[config.mk]
export PLATFORM = sky130hd
export DESIGN_NAME = evt_capture_slice
export DESIGN_NICKNAME = d
export VERILOG_FILES = /design/src/rtl/evt_slice_pkg.sv /design/src/rtl/evt_sel_edge.sv /design/src/rtl/evt_cap_fifo.sv /design/src/rtl/evt_capture_slice.sv
export SDC_FILE = /design/constraint.sdc
export NUM_CORES = 1
export LEC_CHECK = 0
export BUFFER_PORTS_ARGS = -buffer_cell sky130_fd_sc_hd__buf_2
export CORE_MARGIN = 2
export CORE_UTILIZATION = 50
export CTS_BUF_LIST = sky130_fd_sc_hd__clkbuf_4 sky130_fd_sc_hd__clkbuf_8
export DETAILED_ROUTE_END_ITERATION = 16
export HOLD_SLACK_MARGIN = 0.05
export MAX_ROUTING_LAYER = met4
export PLACE_DENSITY = 0.68
export SYNTH_ARGS = -nofsm -noshare
export SYNTH_HDL_FRONTEND = slang
export SYNTH_SLANG_ARGS = --single-unit
[constraint.sdc]
create_clock -name clk -period 5.5 [get_ports clk]
set_clock_uncertainty 0.05 [all_clocks]
set_input_delay 0.825 -clock clk [delete_from_list [all_inputs] [get_ports clk]]
set_output_delay 0.825 -clock clk [all_outputs]
set_load 0.05 [all_outputs]
[src/rtl/evt_slice_pkg.sv]
package evt_slice_pkg;

    localparam int WORD_W  = 32;
    localparam int ADDR_W  = 3;
    localparam int SEL_W   = 6;
    localparam int EVT_N   = 1 << SEL_W;
    localparam int STAT_W  = 6;

    localparam int CFG_POL_BIT = 0;
    localparam int CFG_SEL_LSB = 4;
    localparam int CFG_GEN_BIT = 16;
    localparam int CFG_TEN_BIT = 17;
    localparam int CFG_IE_BIT  = 31;

    localparam int CLR_TOD = 0;
    localparam int CLR_GCT = 1;
    localparam int CLR_TYP = 2;
    localparam int CLR_W   = 3;

    typedef enum logic [ADDR_W-1:0] {
        RA_CFG    = 3'd0,
        RA_STAT   = 3'd1,
        RA_TOD_NS = 3'd2,
        RA_TOD_S  = 3'd3,
        RA_GC_LO  = 3'd4,
        RA_GC_HI  = 3'd5,
        RA_ETYPE  = 3'd6,
        RA_CLEAR  = 3'd7
    } reg_addr_e;

    typedef struct packed {
        logic [WORD_W-1:0] sec;
        logic [WORD_W-1:0] ns;
    } tod_t;

    typedef struct packed {
        logic             rise;
        logic [SEL_W-1:0] sel;
    } etype_t;

    typedef struct packed {
        tod_t                tod;
        logic [2*WORD_W-1:0] gctr;
        etype_t              typ;
    } cap_t;

    typedef struct packed {
        logic             ie;
        logic             tod_en;
        logic             gct_en;
        logic [SEL_W-1:0] sel;
        logic             rise;
    } cfg_t;

    function automatic cfg_t cfg_unpack(input logic [WORD_W-1:0] w);
        cfg_t c;
        c.ie     = w[CFG_IE_BIT];
        c.tod_en = w[CFG_TEN_BIT];
        c.gct_en = w[CFG_GEN_BIT];
        c.sel    = w[CFG_SEL_LSB +: SEL_W];
        c.rise   = w[CFG_POL_BIT];
        return c;
    endfunction

    function automatic logic [WORD_W-1:0] cfg_pack(input cfg_t c);
        logic [WORD_W-1:0] w;
        w = '0;
        w[CFG_IE_BIT]              = c.ie;
        w[CFG_TEN_BIT]             = c.tod_en;
        w[CFG_GEN_BIT]             = c.gct_en;
        w[CFG_SEL_LSB +: SEL_W]    = c.sel;
        w[CFG_POL_BIT]             = c.rise;
        return w;
    endfunction

endpackage

[src/rtl/evt_sel_edge.sv]
module evt_sel_edge
    import evt_slice_pkg::*;
#(
    parameter int N_EVT  = EVT_N,
    parameter int STAGES = 2,
    localparam int SW    = $clog2(N_EVT)
) (
    input  logic             clk,
    input  logic             rst,
    input  logic [N_EVT-1:0] evt_i,
    input  logic [SW-1:0]    sel_i,
    input  logic             rise_i,
    output logic             edge_o
);

    logic              picked;
    logic [STAGES-1:0] sync_q;
    logic              prev_q;
    logic              lvl;

    assign picked = evt_i[sel_i];

    always_ff @(posedge clk) begin
        if (rst) sync_q[0] <= 1'b0;
        else     sync_q[0] <= picked;
    end

    for (genvar s = 1; s < STAGES; s++) begin : g_sync
        always_ff @(posedge clk) begin
            if (rst) sync_q[s] <= 1'b0;
            else     sync_q[s] <= sync_q[s-1];
        end
    end

    assign lvl = sync_q[STAGES-1];

    always_ff @(posedge clk) begin
        if (rst) prev_q <= 1'b0;
        else     prev_q <= lvl;
    end

    always_comb begin
        if (rise_i) edge_o = lvl & ~prev_q;
        else        edge_o = ~lvl & prev_q;
    end

endmodule

[src/rtl/evt_cap_fifo.sv]
module evt_cap_fifo
    import evt_slice_pkg::*;
#(
    parameter int DEPTH = 4,
    parameter int CNT_W = STAT_W,
    localparam int PTR_W = (DEPTH > 1) ? $clog2(DEPTH) : 1
) (
    input  logic             clk,
    input  logic             rst,
    input  logic             push_i,
    input  cap_t             entry_i,
    input  logic             pop_i,
    input  logic [CLR_W-1:0] clr_i,
    output cap_t             head_o,
    output logic [CNT_W-1:0] count_o,
    output logic             full_o
);

    tod_t                tod_mem [DEPTH];
    logic [2*WORD_W-1:0] gct_mem [DEPTH];
    etype_t              typ_mem [DEPTH];

    logic [PTR_W-1:0] wp_q, rp_q;
    logic [CNT_W-1:0] cnt_q;
    logic             clr_any, do_push, do_pop;

    function automatic logic [PTR_W-1:0] ptr_next(input logic [PTR_W-1:0] p);
        return (p == PTR_W'(DEPTH - 1)) ? '0 : p + 1'b1;
    endfunction

    assign clr_any = |clr_i;
    assign full_o  = (cnt_q == CNT_W'(DEPTH));
    assign do_push = push_i & ~full_o & ~clr_any;
    assign do_pop  = pop_i & (cnt_q != '0) & ~clr_any;

    always_ff @(posedge clk) begin
        if (rst || clr_i[CLR_TYP]) begin
            wp_q  <= '0;
            rp_q  <= '0;
            cnt_q <= '0;
        end else begin
            if (do_push) wp_q <= ptr_next(wp_q);
            if (do_pop)  rp_q <= ptr_next(rp_q);
            case ({do_push, do_pop})
                2'b10:   cnt_q <= cnt_q + 1'b1;
                2'b01:   cnt_q <= cnt_q - 1'b1;
                default: cnt_q <= cnt_q;
            endcase
        end
    end

    for (genvar i = 0; i < DEPTH; i++) begin : g_slot
        always_ff @(posedge clk) begin
            if (rst) begin
                tod_mem[i] <= '0;
                gct_mem[i] <= '0;
                typ_mem[i] <= '0;
            end else begin
                if (do_push && wp_q == PTR_W'(i)) begin
                    tod_mem[i] <= entry_i.tod;
                    gct_mem[i] <= entry_i.gctr;
                    typ_mem[i] <= entry_i.typ;
                end
                if (clr_i[CLR_TOD]) tod_mem[i] <= '0;
                if (clr_i[CLR_GCT]) gct_mem[i] <= '0;
                if (clr_i[CLR_TYP]) typ_mem[i] <= '0;
            end
        end
    end

    always_comb begin
        head_o.tod  = tod_mem[rp_q];
        head_o.gctr = gct_mem[rp_q];
        head_o.typ  = typ_mem[rp_q];
    end

    assign count_o = cnt_q;

endmodule

[src/rtl/evt_capture_slice.sv]
module evt_capture_slice
    import evt_slice_pkg::*;
#(
    parameter int DEPTH       = 4,
    parameter int SYNC_STAGES = 2
) (
    input  logic                clk,
    input  logic                rst,
    input  logic [EVT_N-1:0]    evt_i,
    input  logic [WORD_W-1:0]   tod_sec_i,
    input  logic [WORD_W-1:0]   tod_ns_i,
    input  logic [2*WORD_W-1:0] gctr_i,
    input  logic [ADDR_W-1:0]   addr_i,
    input  logic [WORD_W-1:0]   wdata_i,
    input  logic                we_i,
    input  logic                re_i,
    output logic [WORD_W-1:0]   rdata_o,
    output logic                irq_o
);

    cfg_t               cfg_q;
    reg_addr_e          ra;
    logic               edge_hit, push_req, pop_req;
    logic [CLR_W-1:0]   clr_req;
    cap_t               new_cap, head;
    logic [STAT_W-1:0]  fifo_cnt;
    logic               fifo_full;
    logic               cfg_gen, cfg_ten, cfg_ie;
    logic [WORD_W-1:0]  rd_mux;

    assign ra      = reg_addr_e'(addr_i);
    assign cfg_gen = cfg_q.gct_en;
    assign cfg_ten = cfg_q.tod_en;
    assign cfg_ie  = cfg_q.ie;

    always_ff @(posedge clk) begin
        if (rst)                       cfg_q <= '0;
        else if (we_i && ra == RA_CFG) cfg_q <= cfg_unpack(wdata_i);
    end

    evt_sel_edge #(
        .N_EVT (EVT_N),
        .STAGES(SYNC_STAGES)
    ) u_edge (
        .clk   (clk),
        .rst   (rst),
        .evt_i (evt_i),
        .sel_i (cfg_q.sel),
        .rise_i(cfg_q.rise),
        .edge_o(edge_hit)
    );

    assign push_req = edge_hit & (cfg_gen | cfg_ten);
    assign pop_req  = re_i && (ra == RA_TOD_NS);
    assign clr_req  = (we_i && ra == RA_CLEAR) ? wdata_i[CLR_W-1:0] : '0;

    always_comb begin
        new_cap.tod.sec = cfg_ten ? tod_sec_i : '0;
        new_cap.tod.ns  = cfg_ten ? tod_ns_i  : '0;
        new_cap.gctr    = cfg_gen ? gctr_i    : '0;
        new_cap.typ     = '{rise: cfg_q.rise, sel: cfg_q.sel};
    end

    evt_cap_fifo #(
        .DEPTH(DEPTH),
        .CNT_W(STAT_W)
    ) u_fifo (
        .clk    (clk),
        .rst    (rst),
        .push_i (push_req),
        .entry_i(new_cap),
        .pop_i  (pop_req),
        .clr_i  (clr_req),
        .head_o (head),
        .count_o(fifo_cnt),
        .full_o (fifo_full)
    );

    always_comb begin
        rd_mux = '0;
        case (ra)
            RA_CFG:    rd_mux = cfg_pack(cfg_q);
            RA_STAT:   rd_mux = WORD_W'(fifo_cnt);
            RA_TOD_NS: rd_mux = head.tod.ns;
            RA_TOD_S:  rd_mux = head.tod.sec;
            RA_GC_LO:  rd_mux = head.gctr[WORD_W-1:0];
            RA_GC_HI:  rd_mux = head.gctr[2*WORD_W-1:WORD_W];
            RA_ETYPE:  rd_mux = WORD_W'(head.typ);
            default:   rd_mux = '0;
        endcase
    end

    always_ff @(posedge clk) begin
        if (rst)       rdata_o <= '0;
        else if (re_i) rdata_o <= rd_mux;
    end

    assign irq_o = cfg_ie & (fifo_cnt != '0);

endmodule

==> results.md, run 1 <==
* ANT cells at 0
* Post-synth EDFFs at 540
* Routed length per instance at 23.15 um
* #FFs+latches synth at 597
* Clk_lat worst skew at 0.69 ns
* Hold Path Depth at 3
* Fin cells at 2923
* Hpwl dp at 40.65 mm
* Hold Path Class: in2reg
* Initial Util at 50.36%
* CTS tree: yes
* Total Power at 9.466 mW
* Critical Path Start Type: register
* Synth warnings at 0
* Commonest non-fill, non-tap cell in the layout: nor2_1
* Worst Path Max Fanout at 14
* Hold Fails Final Rpt at 0
* Hold_sp: wdata_i[17]
* Dpl cells at 2746
* Cell Area, Synth at 26360 sq um
* CTS sink cnt at 597
* Max Cap Viol at 0
* FMAX at 281.0 MHz
* LEAKAGE at 10.15 nW
* Hold buffers post-CTS at 0
* Top_reg_cell synth: edfxtp_1
* DRC Markers at 0
* Largest net degree at the start of global routing at 86
* Via count at 16.91k
* Mean Syn Cell Area at 13.69 sq um
* Synth cell types at 51
* Routed Antenna Nets at 0
* Ratio of final minimum period to clock period at 64.70%
* TritonCTS buffer count at 97
* Syn Inst Count at 1926
* Footprint of the multi-input gates at 8294 sq um
* Count of pins over their slew limit at 0
* Die area at 54570 sq um
* Reg area at 17370 sq um
* H-tree levels at 3
* Area Overhead vs Synth at 14.41%
* Setup bufs post-CTS at 0
* Row count at 84
* Top-Level Pins at 264
* Syn nets at 2164
* Final wirelength at 67.68 mm
* Bufs on Longest Clock Path at 3
* Fin nets at 2395
* GRT Util Overall at 25.79%
* Worst VDD drop at 0.1976 mV
* Headroom to the max-slew limit at 28.32%
* Commonest cells after routing, fill and taps aside: nor2_1 (551), edfxtp_1 (540), buf_2 (243)
* Synth area leader: edfxtp_1
* Filler instances at 4256
* Reg2Reg Setup Slack at 1.94 ns
* Initial DRC Count at 1609
* Grt total ovfl at 0
* Root Buffer: clkbuf_8
* Fin Setup TNS at 0 ns
* Worst setup margin at 1.941 ns
* Reg2Reg Depth at 11
* Share of the synthesized area in the top cell type at 61.52%
* Die Y at 233.6 um
* Status: completed
* Final worst path period need at 3.559 ns
* Worst Max-Slew Pin Slew at 1.073 ns
* End of the worst register-to-register path: u_fifo.count_o[4]
* Crit path capture type: register
* Cells resized by post-CTS repair at 0
* Pwr dens at 313.9 nW/um^2
* Share of cells above drive strength 1 at 27.70%
* First-pass GRT wire length at 100.6 mm
* Pre-antenna DRT Iters at 5
* Core ar. at 52340 sq um
* Die X at 233.6 um
* Vias in the first global route at 17.16k
* R2r startpoint: cfg_q[0]
* Register area share after synthesis at 65.85%
* Crit Path Class: reg2reg
* Initial antenna violation count at 0
* Vias/cell at 5.784
* RSZ-0062 raised after global routing: false
* Placer Congestion at 0.8628
* Post-synth ARST share at 0%
* PortBufs at 243
* Synth area leaders: edfxtp_1 (62%), mux4_2 (13%), nor2_1 (7.8%), dfxtp_1 (4.3%), nand2_1 (2.5%)
* Hold path endpoint: cfg_ten
* Final setup violation count at 0
* Worst endpoint required time at 6.06 ns
* Critical Path AT at 4.12 ns
* Reg clk slew, reported paths at 0.07 ns
* Setup WS pre-CTS at 1.300 ns
-- worst max-delay path: stages, from the launching register on --
cell and delay (ns):
dfxtp_1 0.42, or3b_1 0.47, a21oi_4 0.26, and3_4 0.37, inv_1 0.13, ha_1 0.35
xor2_1 0.21, ha_1 0.28, a221oi_1 0.36, o311ai_0 0.17, mux2_2 0.32, o211ai_1 0.08
-- cell usage after synthesis (2+ instances only) --
cell and n:
buf_4 6, edfxtp_1 540, o21ai_0 7, nand2_1 176, mux4_2 155, nor3_1 8
or3_1 4, nand3b_1 3, clkbuf_1 60, dfxtp_1 57, buf_6 10, o32ai_1 2
inv_1 12, a31oi_1 2, buf_2 62, o211ai_1 2, buf_1 9, a211oi_1 6
a21o_1 2, ha_1 7, nand3_1 10, and3_1 5, and2_1 32, mux2_2 8
a21oi_1 70, a221o_1 4, a22oi_1 54, xor2_1 2, mux2i_1 18, nor2b_1 7
or3b_1 2, o311ai_0 3, a221oi_1 4, a21boi_0 2, nand2b_1 2, o31ai_1 2
nor2_1 551, o22ai_1 7
-- how the worst max path moves through the flow --
stage,startpoint,to,slack (ns),depth (start not counted)
6_report,cfg_q[0],u_fifo.count_o[4],1.94,11
3_3_place_gp,addr_i[0],u_fifo.count_o[4],1.33,13
4_1_cts,cfg_q[0],u_fifo.count_o[4],1.99,11
3_5_place_dp,addr_i[0],u_fifo.count_o[4],1.30,13
2_1_floorplan,addr_i[2],u_fifo.count_o[4],1.83,16
5_1_grt,addr_i[0],u_fifo.count_o[4],1.77,13
-- logic make-up (layout without fill, tap and decap cells) --
| kind of cell | Yosys count | in the layout | synth area share [%] |
|---|---|---|---|
| buf+inv | 159 | 468 | 2.929 |
| mux | 181 | 181 | 14.27 |
| simple gates | 807 | 807 | 12.27 |
| flops | 597 | 597 | 65.85 |
| compound gates | 173 | 173 | 4.287 |
| fa+ha+maj | 7 | 7 | 0.3323 |
| xor+xnor | 2 | 2 | 0.06647 |
-- power by group --
part | internal, mW | leakage (nW) | switching, mW
Clock | 2.08 | 1.02 | 1.73
Combinational | 0.179 | 3.06 | 0.318
Sequential | 5.10 | 6.07 | 0.0502
Total | 7.37 | 10.2 | 2.10
-- flip-flops by register name, summed over array words and instances, names as in the netlist, 2 cells and up, named ones only --
signal          flops
cfg_q               7
rdata_o            32
u_fifo.count_o      6
u_fifo.gct_mem    256
u_fifo.rp_q         2
u_fifo.tod_mem    256
u_fifo.typ_mem     28
u_fifo.wp_q         2
-- routing by layer --
metal	wire length (um)	part of all wire, %	track usage (%)
met1	26070	39	32.91
met2	33740	50	41.42
met3	5709	8.4	4.468
met4	2159	3.2	10.17
met5	0	0	-
-- stage by stage --
step                      instance area, sq um  utilization, %  hold WS (ns)
final                                    30160           57.62        0.3333
after floorplan                          26360               -        0.3638
after detailed placement                 28230           53.93        0.3914
after global routing                     30160           57.62        0.3123
after CTS                                30160           57.62        0.2867
after global placement                   28230           53.93        0.3861
-- area by class of cell --
class                      count  share of cell area (%)
multi-input combinational   1170                   27.50
timing repair buffer         279                   5.510
tap                          688                   2.855
inverter                      12                  0.1494
clock buffer                 139                   5.659
clock inverter                38                  0.7344
sequential                   597                   57.59
(Power assumes the default switching activity.)
==> inputs of run 2 (changes only) <==
Settings changed: ABC_AREA set to 1.
Clock period 5.5 ns to 3.4 ns, I/O delays scaled along.
==> results.md, run 2 <==
* #FFs+latches synth at 597
* Syn nets at 2977
* Share of the synthesized area in the top cell type at 60.64%
* Largest net degree at the start of global routing at 136
* R2r startpoint: cfg_q[0]
* Vias/cell at 5.807
* Worst Path Max Fanout at 15
* Fin Setup TNS at 0 ns
* Headroom to the max-slew limit at 32.81%
* Critical Path AT at 2.93 ns
* Hold buffers post-CTS at 0
* Finished Core Util at 58.29%
* Mean Syn Cell Area at 9.763 sq um
* Root Buffer: clkbuf_8
* Footprint of the multi-input gates at 8374 sq um
* Hold Fails Final Rpt at 0
* GRT Util Overall at 29.81%
* Core ar. at 52760 sq um
* Pwr dens at 497.1 nW/um^2
* Grt total ovfl at 0
* Fin nets at 3189
* Area Overhead vs Synth at 15.01%
* RSZ-0062 raised after global routing: false
* Critical Path Start Type: register
* Final worst path period need at 2.633 ns
* Row count at 84
* Post-DP Area at 28900 sq um
* Routed length per instance at 21.68 um
* PortBufs at 243
* Status: completed
* Post-synth EDFFs at 540
* WHS at 0.1001 ns
* Most numerous cell in the Yosys netlist: nor2_1
* Filler instances at 4534
* Routed Antenna Nets at 0
* Clk_lat worst skew at 0.69 ns
* Hold Path Class: in2reg
* Vias in the first global route at 20.89k
* Hold Path Depth at 3
* First-pass GRT wire length at 123.1 mm
* Synth area leaders: edfxtp_1 (61%), nor2_1 (12%), nand2_1 (5.9%), o21ai_0 (5.4%), dfxtp_1 (4.3%)
* Placer Congestion at 0.8629
* TritonCTS buffer count at 94
* Cell Area, Synth at 26740 sq um
* Initial DRC Count at 2722
* Final wirelength at 80.64 mm
* LEAKAGE at 11.17 nW
* Cells resized by post-CTS repair at 0
* Die Y at 235.3 um
* Hold_sp: wdata_i[7]
* Worst VDD drop at 0.2511 mV
* CTS tree: yes
* Synth top cells by count: nor2_1 (848), edfxtp_1 (540), nand2_1 (423), o21ai_0 (286), o22ai_1 (114)
* Biggest regs: u_fifo.gct_mem (256), u_fifo.tod_mem (256), rdata_o (32)
* Grt met2 use at 46.20%
* FMAX at 379.8 MHz
* H-tree levels at 3
* Top-Level Pins at 264
* Reg area at 17370 sq um
* Synth area leader: edfxtp_1
* End of the worst register-to-register path: u_fifo.tod_mem[2][1]
* Count of pins over their slew limit at 0
* Die X at 235.3 um
* Setup bufs post-CTS at 0
* Reg2Reg Setup Slack at 0.77 ns
* Synth warnings at 0
* Share of cells above drive strength 1 at 16.21%
* Max Cap Viol at 0
* Crit Path Class: reg2reg
* Bufs on Longest Clock Path at 3
* DRC Markers at 0
* Synth cell types at 33
* Pre-antenna DRT Iters at 5
* Commonest cells after routing, fill and taps aside: nor2_1 (848), edfxtp_1 (540), nand2_1 (415)
* Worst Max-Slew Pin Slew at 1.008 ns
* Global route hottest layer: met2
* Final instance area at 30750 sq um
* Syn Inst Count at 2739
* Post-synth ARST share at 0%
* Register area share after synthesis at 64.91%
* Commonest non-fill, non-tap cell in the layout: nor2_1
* Initial antenna violation count at 3
* Hpwl dp at 48.00 mm
* Worst endpoint required time at 3.70 ns
* Routing usage on met3 at 4.292%
* Via count at 21.60k
* Hold path endpoint: cfg_q[4]
* Final setup violation count at 0
* Reg clk slew, reported paths at 0.06 ns
* Grt met1 use at 40.48%
* Top_reg_cell synth: edfxtp_1
* CTS sink cnt at 597
* Reg2Reg Depth at 10
* Crit path capture type: register
* Ratio of final minimum period to clock period at 77.44%
* Die area at 55350 sq um
* Initial Util at 50.68%
## run 2: cell count changes after synthesis, sizes merged, moves of 8 or more
cell    delta
o22ai    +107
o21ai    +280
nand3     +67
and2      -32
clkbuf    +49
inv       +32
nand4     +31
nand2    +247
a22oi     -51
nor2     +299
mux4     -155
mux2       -8
mux2i     -18
## run 2: worst max-delay path, cell delays in order (launching register included)
cell and delay, ns:
dfxtp_1 0.31, inv_1 0.22, nand3_1 0.12, nand2_1 0.08, nand3_1 0.16, inv_1 0.11, nand2_2 0.12, inv_4 0.17
nand2_1 0.16, nand2_2 0.45, buf_4 0.35
## run 2: layout make-up
type	instances	share of cell area (%)
antenna	2	0.01627
clock buffer	135	5.289
clock inverter	39	0.7323
inverter	45	0.5777
multi-input combinational	1900	27.23
sequential	597	56.47
tap	688	2.799
timing repair buffer	313	6.884
## run 2: worst max path at each step
stage / to / slack [ns] / cells after the start / startpoint
2_1_floorplan: u_fifo.gct_mem[0][0] / 0.32 / 7 / addr_i[2]
3_3_place_gp: u_fifo.count_o[5] / 0.59 / 13 / addr_i[2]
3_5_place_dp: u_fifo.count_o[5] / 0.55 / 13 / addr_i[0]
4_1_cts: u_fifo.tod_mem[2][1] / 0.79 / 10 / cfg_q[0]
5_1_grt: u_fifo.tod_mem[2][6] / 0.61 / 10 / cfg_q[0]
6_report: u_fifo.tod_mem[2][1] / 0.77 / 10 / cfg_q[0]
## run 2: routing by layer
metal  vias up  routed length, um
met1     10440              32370
met3       165               7711
met4         0               2496
li1       9836                  -
met2      1154              38070
met5         -                  0
## run 2: cells by family after synthesis
group	synth area share (%)
AND/OR/NAND/NOR	20.50
flip-flops	64.91
XOR/XNOR	0.1965
AO/OA/AOI/OAI	10.02
buffers and inverters	4.047
adder cells (fa/ha/maj)	0.3275
## run 2: stage by stage
step                      cells  total power [mW]  setup slack, ns
after floorplan            2739             8.932           0.3194
after global placement     3543             9.369           0.5921
after detailed placement   3543             9.391           0.5498
after CTS                  3717             15.32           0.7916
after global routing       3719             15.73           0.6062
final                      3719             15.29           0.7672
## run 2: report_power, final
| part | switching (mW) | internal, mW |
|---|---|---|
| Sequential | 0.0848 | 8.26 |
| Combinational | 0.641 | 0.261 |
| Clock | 2.81 | 3.22 |
| Total | 3.54 | 11.7 |
